## src/rtl/mover_pkg.sv

```systemverilog
package mover_pkg;

    parameter int ADDR_W    = 16;
    parameter int DATA_W    = 8;
    parameter int LEN_W     = 12;
    parameter int BUF_DEPTH = 16;

    typedef logic [ADDR_W-1:0] addr_t;
    typedef logic [DATA_W-1:0] data_t;
    typedef logic [LEN_W-1:0]  len_t;

    // one staged byte with the context of the request it belongs to
    typedef struct packed {
        data_t data;
        addr_t waddr;
        logic  same;
        logic  last;
    } entry_t;

    // which engine currently drives port A
    typedef enum logic {
        OWN_SRC = 1'b0,
        OWN_DST = 1'b1
    } owner_e;

endpackage

```

## src/rtl/mover_stage_buf.sv

```systemverilog
module mover_stage_buf
    import mover_pkg::*;
#(
    parameter int DEPTH = BUF_DEPTH,
    localparam int PTR_W = (DEPTH > 1) ? $clog2(DEPTH) : 1,
    localparam int CNT_W = $clog2(DEPTH + 1)
) (
    input  logic             clk,
    input  logic             rst_n,
    input  logic             push,
    input  entry_t           push_entry,
    input  logic             pop,
    output entry_t           head,
    output logic [CNT_W-1:0] count
);

    typedef struct packed {
        logic [PTR_W-1:0] wr;
        logic [PTR_W-1:0] rd;
        logic [CNT_W-1:0] cnt;
    } ptr_state_t;

    ptr_state_t st_d, st_q;
    entry_t     slot_q [DEPTH];

    function automatic logic [PTR_W-1:0] bump(input logic [PTR_W-1:0] p);
        return (p == PTR_W'(DEPTH - 1)) ? '0 : p + 1'b1;
    endfunction

    always_comb begin
        st_d = st_q;
        if (push) st_d.wr = bump(st_q.wr);
        if (pop)  st_d.rd = bump(st_q.rd);
        case ({push, pop})
            2'b10:   st_d.cnt = st_q.cnt + 1'b1;
            2'b01:   st_d.cnt = st_q.cnt - 1'b1;
            default: st_d.cnt = st_q.cnt;
        endcase
        head  = slot_q[st_q.rd];
        count = st_q.cnt;
    end

    always_ff @(posedge clk) begin
        if (!rst_n) st_q <= '0;
        else        st_q <= st_d;
    end

    always_ff @(posedge clk) begin
        if (push) slot_q[st_q.wr] <= push_entry;
    end

endmodule

```

## src/rtl/mover_src_eng.sv

```systemverilog
module mover_src_eng
    import mover_pkg::*;
#(
    parameter int DEPTH = BUF_DEPTH,
    localparam int CNT_W = $clog2(DEPTH + 1)
) (
    input  logic             clk,
    input  logic             rst_n,
    input  logic             req_valid,
    input  addr_t            req_src,
    input  addr_t            req_dst,
    input  len_t             req_len,
    input  logic             req_same,
    output logic             req_ready,
    input  owner_e           owner,
    input  logic [CNT_W-1:0] buf_count,
    input  logic             buf_pop,
    output logic             rd_valid,
    output addr_t            rd_addr,
    input  logic             rd_ready,
    input  data_t            rd_data,
    output logic             push,
    output entry_t           push_entry,
    output logic             go
);

    localparam logic [CNT_W-1:0] FULL_CNT = CNT_W'(DEPTH);
    localparam logic [CNT_W:0]   FULL_EXT = (CNT_W + 1)'(DEPTH);
    localparam len_t             LEN_ONE  = LEN_W'(1);

    typedef struct packed {
        logic  busy;
        addr_t raddr;
        addr_t waddr;
        len_t  remain;
        logic  same;
    } src_state_t;

    src_state_t s_d, s_q;
    logic       xfer;
    logic [CNT_W:0] fill_after;

    always_comb begin
        s_d        = s_q;
        req_ready  = !s_q.busy;
        rd_valid   = s_q.busy && (owner == OWN_SRC) && (buf_count < FULL_CNT);
        rd_addr    = s_q.raddr;
        xfer       = rd_valid && rd_ready;
        push       = xfer;
        push_entry = '{data: rd_data, waddr: s_q.waddr, same: s_q.same,
                       last: (s_q.remain == LEN_ONE)};
        // occupancy after this edge, counting a concurrent drain of an older entry
        fill_after = {1'b0, buf_count} + (CNT_W + 1)'(1) - (CNT_W + 1)'(buf_pop);
        // handover comes from this request's own latched flag
        go         = xfer && s_q.same && (push_entry.last || (fill_after == FULL_EXT));

        if (!s_q.busy) begin
            if (req_valid && (req_len != '0)) begin
                s_d.busy   = 1'b1;
                s_d.raddr  = req_src;
                s_d.waddr  = req_dst;
                s_d.remain = req_len;
                s_d.same   = req_same;
            end
        end else if (xfer) begin
            s_d.raddr  = s_q.raddr + 1'b1;
            s_d.waddr  = s_q.waddr + 1'b1;
            s_d.remain = s_q.remain - 1'b1;
            s_d.busy   = !push_entry.last;
        end
    end

    always_ff @(posedge clk) begin
        if (!rst_n) s_q <= '0;
        else        s_q <= s_d;
    end

endmodule

```

## src/rtl/mover_dst_eng.sv

```systemverilog
module mover_dst_eng
    import mover_pkg::*;
#(
    parameter int DEPTH = BUF_DEPTH,
    localparam int CNT_W = $clog2(DEPTH + 1)
) (
    input  logic             clk,
    input  logic             rst_n,
    input  logic [CNT_W-1:0] buf_count,
    input  entry_t           head,
    output logic             pop,
    input  logic             go,
    output owner_e           owner,
    output logic             a_wr_valid,
    output addr_t            a_wr_addr,
    output data_t            a_wr_data,
    input  logic             a_wr_ready,
    output logic             b_valid,
    output addr_t            b_addr,
    output data_t            b_wdata,
    input  logic             b_ready,
    output logic             done
);

    localparam logic [CNT_W-1:0] CNT_ONE = CNT_W'(1);

    typedef struct packed {
        owner_e owner;
        logic   done;
    } dst_state_t;

    dst_state_t d_d, d_q;
    logic       has;

    always_comb begin
        d_d        = d_q;
        has        = (buf_count != '0);
        a_wr_valid = has && head.same && (d_q.owner == OWN_DST);
        b_valid    = has && !head.same;
        a_wr_addr  = head.waddr;
        a_wr_data  = head.data;
        b_addr     = head.waddr;
        b_wdata    = head.data;
        pop        = (a_wr_valid && a_wr_ready) || (b_valid && b_ready);

        d_d.done = pop && head.last;
        if (go) begin
            d_d.owner = OWN_DST;
        end else if ((d_q.owner == OWN_DST) && pop && (buf_count == CNT_ONE)) begin
            d_d.owner = OWN_SRC;
        end

        owner = d_q.owner;
        done  = d_q.done;
    end

    always_ff @(posedge clk) begin
        if (!rst_n) d_q <= '{owner: OWN_SRC, done: 1'b0};
        else        d_q <= d_d;
    end

endmodule

```

## src/rtl/shared_port_mover.sv

```systemverilog
module shared_port_mover
    import mover_pkg::*;
#(
    parameter int DEPTH = BUF_DEPTH
) (
    input  logic              clk,
    input  logic              rst_n,
    input  logic              req_valid,
    output logic              req_ready,
    input  logic [ADDR_W-1:0] req_src,
    input  logic [ADDR_W-1:0] req_dst,
    input  logic [LEN_W-1:0]  req_len,
    input  logic              req_same,
    output logic              a_valid,
    output logic              a_we,
    output logic [ADDR_W-1:0] a_addr,
    output logic [DATA_W-1:0] a_wdata,
    input  logic [DATA_W-1:0] a_rdata,
    input  logic              a_ready,
    output logic              b_valid,
    output logic [ADDR_W-1:0] b_addr,
    output logic [DATA_W-1:0] b_wdata,
    input  logic              b_ready,
    output logic              done
);

    localparam int CNT_W = $clog2(DEPTH + 1);

    logic [CNT_W-1:0] buf_count;
    entry_t           head, push_entry;
    logic             push, pop, go;
    owner_e           owner;
    logic             src_rd_valid, src_rd_ready;
    addr_t            src_rd_addr;
    logic             dst_a_valid, dst_a_ready;
    addr_t            dst_a_addr;
    data_t            dst_a_data;

    mover_stage_buf #(.DEPTH(DEPTH)) u_buf (
        .clk        (clk),
        .rst_n      (rst_n),
        .push       (push),
        .push_entry (push_entry),
        .pop        (pop),
        .head       (head),
        .count      (buf_count)
    );

    mover_src_eng #(.DEPTH(DEPTH)) u_src (
        .clk        (clk),
        .rst_n      (rst_n),
        .req_valid  (req_valid),
        .req_src    (req_src),
        .req_dst    (req_dst),
        .req_len    (req_len),
        .req_same   (req_same),
        .req_ready  (req_ready),
        .owner      (owner),
        .buf_count  (buf_count),
        .buf_pop    (pop),
        .rd_valid   (src_rd_valid),
        .rd_addr    (src_rd_addr),
        .rd_ready   (src_rd_ready),
        .rd_data    (a_rdata),
        .push       (push),
        .push_entry (push_entry),
        .go         (go)
    );

    mover_dst_eng #(.DEPTH(DEPTH)) u_dst (
        .clk        (clk),
        .rst_n      (rst_n),
        .buf_count  (buf_count),
        .head       (head),
        .pop        (pop),
        .go         (go),
        .owner      (owner),
        .a_wr_valid (dst_a_valid),
        .a_wr_addr  (dst_a_addr),
        .a_wr_data  (dst_a_data),
        .a_wr_ready (dst_a_ready),
        .b_valid    (b_valid),
        .b_addr     (b_addr),
        .b_wdata    (b_wdata),
        .b_ready    (b_ready),
        .done       (done)
    );

    // port A belongs to one engine at a time
    assign a_valid      = (owner == OWN_SRC) ? src_rd_valid : dst_a_valid;
    assign a_we         = (owner == OWN_DST);
    assign a_addr       = (owner == OWN_SRC) ? src_rd_addr : dst_a_addr;
    assign a_wdata      = dst_a_data;
    assign src_rd_ready = (owner == OWN_SRC) && a_ready;
    assign dst_a_ready  = (owner == OWN_DST) && a_ready;

endmodule

```

## config.mk

```make
export PLATFORM = sky130hd
export DESIGN_NAME = shared_port_mover
export DESIGN_NICKNAME = d
export VERILOG_FILES = /design/src/rtl/mover_pkg.sv /design/src/rtl/mover_stage_buf.sv /design/src/rtl/mover_src_eng.sv /design/src/rtl/mover_dst_eng.sv /design/src/rtl/shared_port_mover.sv
export SDC_FILE = /design/constraint.sdc
export NUM_CORES = 1
export LEC_CHECK = 0
export ABC_AREA = 1
export BUFFER_PORTS_ARGS = -buffer_cell sky130_fd_sc_hd__buf_4
export CAP_MARGIN = 10
export CORE_MARGIN = 10
export CORE_UTILIZATION = 40
export DETAILED_ROUTE_END_ITERATION = 10
export HOLD_SLACK_MARGIN = 0.15
export PLACE_DENSITY_LB_ADDON = 0.15
export SYNTH_ARGS = -nofsm -noshare
export SYNTH_HDL_FRONTEND = slang
export SYNTH_SLANG_ARGS = --single-unit
```

## constraint.sdc

```tcl
create_clock -name clk -period 10.1 [get_ports clk]
set_input_delay 0.505 -clock clk [delete_from_list [all_inputs] [get_ports clk]]
set_output_delay 0.505 -clock clk [all_outputs]
set_load 0.01 [all_outputs]
```

# == After elaboration in Yosys (flattened, before gate mapping) ==
# Memories as Yosys holds them, arrays and structs flattened. A register that Yosys moved wholly into a read port is not among the register bits.
# Cells that the tools add are included.
# word_totals
ram_bits,416
register_bits,61
elab_cells,73
memories,1
in_bits,58
out_inout_bits,53
# mem_list
name,words,width,rd,rd_ports_with_merged_regs,write_ports,line_no,rtl
u_buf.slot_q,16,26,1,1,1,mover_stage_buf.sv:24,entry_t slot_q [DEPTH];
# classes
bitwise_logic,2
eq_ne,8
muxes,14
order_cmp,1
n_reduce_logical,28
add_sub_neg,9
# ops
op,count
$mux W45,2
$mux W46,1
$add A16 B1 Y16 const B,2
$logic_and A1 B1 Y1,16
$mux W16,1
$mux W4,4
$eq A12 B1 Y1 const B,1
$reduce_bool A12 Y1,1
$sub A12 B1 Y12 const B,1
$pmux W5 S2,1
$add A4 B1 Y4 const B,2
$eq A4 B4 Y1 const B,2
$add A5 B1 Y6 const B,1
$eq A6 B5 Y1 const B,1
$reduce_bool A2 Y1,3
$sub A6 B1 Y6,1
$add A5 B1 Y5 const B,1
$eq A5 B1 Y1 const B,1
$lt A5 B5 Y1 const B,1
$mux W1,5
$reduce_bool A5 Y1,1
$sub A5 B1 Y5 const B,1
$reduce_and A2 Y1,2
$logic_not A1 Y1,3
5 further kinds,7

# == Logic depth before layout (Yosys ltp) ==
# depth
ltp_word,10
ltp_mapped,22
ltp_nobuf,21

# == By module ==
# Synthesis repeated with hierarchy kept, for this count alone.
# hier_totals
hier_cells,2212
area_unflattened_um2,22700.5
# modules_own_cells
module,seq_area_each_um2,area_each_um2,cells_each,n_inst
mover_stage_buf,12832.3,18262.5,1445,1
mover_src_eng,920.9,3663.5,635,1
mover_dst_eng,40.0,521.8,73,1
shared_port_mover,0.0,252.7,59,1

# == Worst setup path before layout ==
# OpenSTA, ideal clock, no wires.
# synth_timing
path_kind,flip-flop to flip-flop
from,reg u_dst.d_q (netlist bit u_dst.owner)
to,"mem u_buf.slot_q[7][0] (netlist bit), enable pin"
setup_time_ns,0.442
t_required_ns,9.658
path_stages_with_launch,7
setup_slack_ns,6.852
synth_period_minus_slack_ns,3.248
arrival_ns,2.806
n_path_buf,1
cell_sequence,dfxtp_1 > buf_2 > nor3_2 > nand2_2 > inv_2 > nand2_1 > nor3_1
# synth_between
elab_chain_len,6
word_cells_on_any_way,7
classes_between,2 x mux; 1 x bitwise; 4 x reduce/logical
# synth_lines
element,line_no,rtl
from (decl),mover_dst_eng.sv:32,"dst_state_t d_d, d_q;"
from (signal assigned),mover_dst_eng.sv:58,"if (!rst_n) d_q <= '{owner: OWN_SRC, done: 1'b0};"
$not A1 Y1 *,"mover_src_eng.sv:46, shared_port_mover.sv:94",
$logic_and A1 B1 Y1 (2 in series),mover_src_eng.sv:46,rd_valid = s_q.busy && (owner == OWN_SRC) && (buf_count < FULL_CNT);
$logic_and A1 B1 Y1 *,mover_src_eng.sv:48,xfer = rd_valid && rd_ready;
$mux W1 *,mover_stage_buf.sv:49,if (push) slot_q[st_q.wr] <= push_entry;
$mux W1 (not written as such) *,mover_stage_buf.sv:49,
to (decl),mover_stage_buf.sv:24,
# Every way passes the cells marked *; elsewhere a longest branch is shown, timed or not.

==> key figures <==
Layout
  – Sequential cell area: 13800 µm²
  – Multi-input logic area: 5630 µm²
  – Proportion of layout cells with a drive suffix above 1: a little over an eighth
  – Cell area after layout: 23200 µm²
  – Final nets: 1897
  – # fillers: 4588
  – Ant diodes: 0
  – Syn-to-layout area delta: 14.2%

Detailed routing
  – DRT iter0 DRCs: roughly 1100
  – TritonRoute pass-1 iters: 5
  – Wire length on met2: 25.7 mm
  – Drt wl/cell: between 20 and 25 µm
  – Total vias in the final route: 13800
  – Vias per cell: roughly 5.5
  – Final WL: 54.4 mm
  – DRC Markers: 0
  – Top Metal Used: met4
  – DR WL met3: 3.07 mm
  – Post-route ant nets: 0
  – WL met1: 24.6 mm

Clock network
  – Clock transition at the registers of the reported paths: around 60 ps
  – Hold bufs inserted after CTS: 0
  – Setup fix buffers added after clock tree synthesis: 0
  – CTS buffer count: 49
  – Sink Count: 481
  – CTS H-tree lvls: 2
  – Clock tree from TritonCTS: yes
  – Bufs on Longest Clock Path: 3
  – Clk Latency, worst-skew pair: 580 ps
  – CTS root buffer: clkbuf_16
  – # resized after CTS: 0

Floorplanning
  – Die height: 245 µm
  – Core ar.: 50200 µm²
  – Initial Util: 40.4%
  – Io pins: 111
  – Die Area: 60100 µm²
  – Die X: 245 µm
  – # rows: 82

STA
  – Final period util: 42.5%
  – Max transition margin: 21.6%
  – Final Skew: between 10 and 15 ps
  – Worst hold slack: 189 ps
  – Minimum clock period: about 4300 ps
  – Max Slew Vio Count: 0
  – Final hold vios: 0
  – Fmax: 233 MHz
  – Worst-margin pin slew: 1170 ps
  – Setup TNS: 0 ps
  – Final count of negative-setup-slack endpoints: 0
  – RSZ-0062 raised after global routing: false

Critical path
  – Crit end category: output port
  – Top delay family on crit path: buffers and inverters
  – Crit Path Max Fanout: between 100 and 150
  – Startpoint Class: flop
  – Critical Path, Cell by Cell: inv_6 -> buf_4 -> o21ai_0 -> o221ai_1 -> o211ai_1 -> nand2_1 -> nand2_1 -> o21ai_1 -> buf_4
  – CP bufs+invs: 3
  – Slowest CP cell: buf_4
  – Worst stage delay on the critical path: 910 ps
  – Critical path data required time: roughly 9600 ps
  – Critical path class: flop to output port
  – Worst Path Arrival: 3790 ps

Hold path
  – Worst Hold Class: primary input to flop

Pwr
  – Pleak: 7.94 nW
  – Maximum vdd drop: 111 µV
  – PD cells: between 150 and 200 nW/µm²
  – Total power: 4.44 mW

Status
  – Status: finished clean

Placement
  – Placed cell areas: 21600 µm²
  – I/O Buffers: 110
  – HPWL Detailed: 29.9 mm
  – Final Wtd Congestion: 0.797

Synth
  – Sequential area share after synthesis: 68.0%
  – Total number of yosys warnings: 0
  – Async SR Flop Fraction: 0%
  – Syn nets: between 1500 and 2000
  – Post-synth EDFFs: around 420
  – Synthesized area: about 20000 µm²
  – Syn Area/Cell: approximately 12 µm²
  – Distinct cells, synth: 47
  – Mapped Cells: 1744
  – Flops & latches, synth: ~480
  – Top_reg_cell synth: edfxtp_1

Global routing
  – Number of global-route vias before repair: 13600
  – Initial antenna violation count: 0
  – Largest net degree at the start of global routing: 108
  – GR Util All Layers: 17.8%
  – Total gr overflow: 0
  – First-pass GRT wire length: 82.8 mm

Run
  – Max-cap violations: 0
-- cells in the mapped netlist, types with 2 or more instances --
library cell,count,area share (%)
o22ai_1,25,0.77
o221ai_1,71,3.1
nand2_1,218,4.0
o21ai_1,23,0.57
nand2_2,3,0.092
or2_2,3,0.092
nand4_1,9,0.28
buf_4,21,0.78
o21ai_2,3,0.13
clkbuf_1,50,0.92
a21oi_1,30,0.74
a221o_1,2,0.099
a31oi_1,35,1.1
nand3b_1,3,0.11
buf_8,3,0.22
nand3_2,4,0.20
o21bai_1,4,0.15
edfxtp_1,416,62
nor4_1,6,0.18
inv_2,7,0.13
o31ai_1,3,0.11
nor2_1,240,4.4
buf_2,29,0.72
ha_1,22,1.4
xor2_1,6,0.26
buf_12,2,0.20
nand3_1,68,1.7
clkinv_1,2,0.037
o21ai_0,224,5.5
xnor2_1,2,0.086
inv_1,81,1.5
buf_6,6,0.33
a21oi_2,2,0.086
dfxtp_1,65,6.4
buf_1,2,0.037
nor3_1,9,0.22
o211ai_1,35,1.3
-- worst register-to-register path: cells and delay by family, from the launching register on --
kind                       cells  cell delay (ps)
AOI/OAI and AO/OA              3              400
and+or+nand+nor               11             1040
adders and majority gates      3              530
buffers and inverters          3              840
DFF                            1              600
xor gates and xnor gates       1              160
-- where the power goes --
group / leakage [nW] / internal (mW) / switching, mW
Clock: 0.756 / 1.01 / 0.750
Sequential: 4.36 / 2.19 / 0.0513
Combinational: 2.83 / 0.154 / 0.287
Total: 7.94 / 3.35 / 1.09
-- kinds of logic after synthesis --
logic type | count (synthesis) | synth area share [%]
xor+xnor | 8 | 0.345
fa+ha+maj | 22 | 1.36
compound gates | 461 | 13.8
simple gates | 568 | 11.6
buf+inv | 204 | 4.90
flops | 481 | 68.0
-- flip-flops by register name, indices dropped and copies added (netlist names), named ones only --
register and cells:
u_dst.owner 1, u_buf.slot_q 416, u_buf.st_q 8, u_src.rd_addr 16, u_dst.done 1, u_buf.count 5
u_src.s_q 13, u_src.push_entry 17
-- metal layers --
layer | global-route usage, % | up-vias
met1 | 24.1 | 6832
met5 | 0 | -
met2 | 28.8 | 388
met4 | 5.10 | 0
li1 | - | 6526
met3 | 3.33 | 71
-- cell type report --
cell class | instances | area share, %
timing repair buffer | 135 | 4.37
inverter | 91 | 1.51
multi-input combinational | 1059 | 24.3
sequential | 481 | 59.5
clock inverter | 22 | 0.637
tap | 672 | 3.63
clock buffer | 69 | 6.02
-- per-stage QoR --
| stage | instances | util, % | setup WS, ps |
|---|---|---|---|
| 2_1_floorplan | 1744 | - | 6850 |
| 3_3_place_gp | 2438 | 43.1 | 6460 |
| 3_5_place_dp | 2438 | 43.1 | 6420 |
| 4_1_cts | 2529 | 46.2 | 5800 |
| 5_1_grt | 2529 | 46.2 | 5470 |
| 6_report | 2529 | 46.2 | 5800 |
-- final timing paths --
check / startpoint / end / slack, ps / cells past startpoint
worst max register to register: flop / u_dst.owner$_SDFFE_PN0P_ / 6450 / 21
worst max-delay path: flop / a_addr[6] / 5800 / 9
worst min-delay path: req_same / u_src.push_entry[1]$_SDFFE_PN0P_ / 190 / 3
worst min register to register: u_src.s_q[45]$_SDFF_PN0_ / u_src.s_q[45]$_SDFF_PN0_ / 480 / 2
-- layout by cell type, fill, tap and decap left out, types with 23 or more instances in the layout --
master       n
edfxtp_1   416
o21ai_1     23
nand2_1    218
o221ai_1    71
nor2_1     225
a21oi_1     30
nand3_1     68
o211ai_1    35
a31oi_1     35
clkbuf_16   52
inv_1       81
o22ai_1     25
o21ai_0    224
dfxtp_1     62
buf_4      135
(Power assumes the default switching activity.)
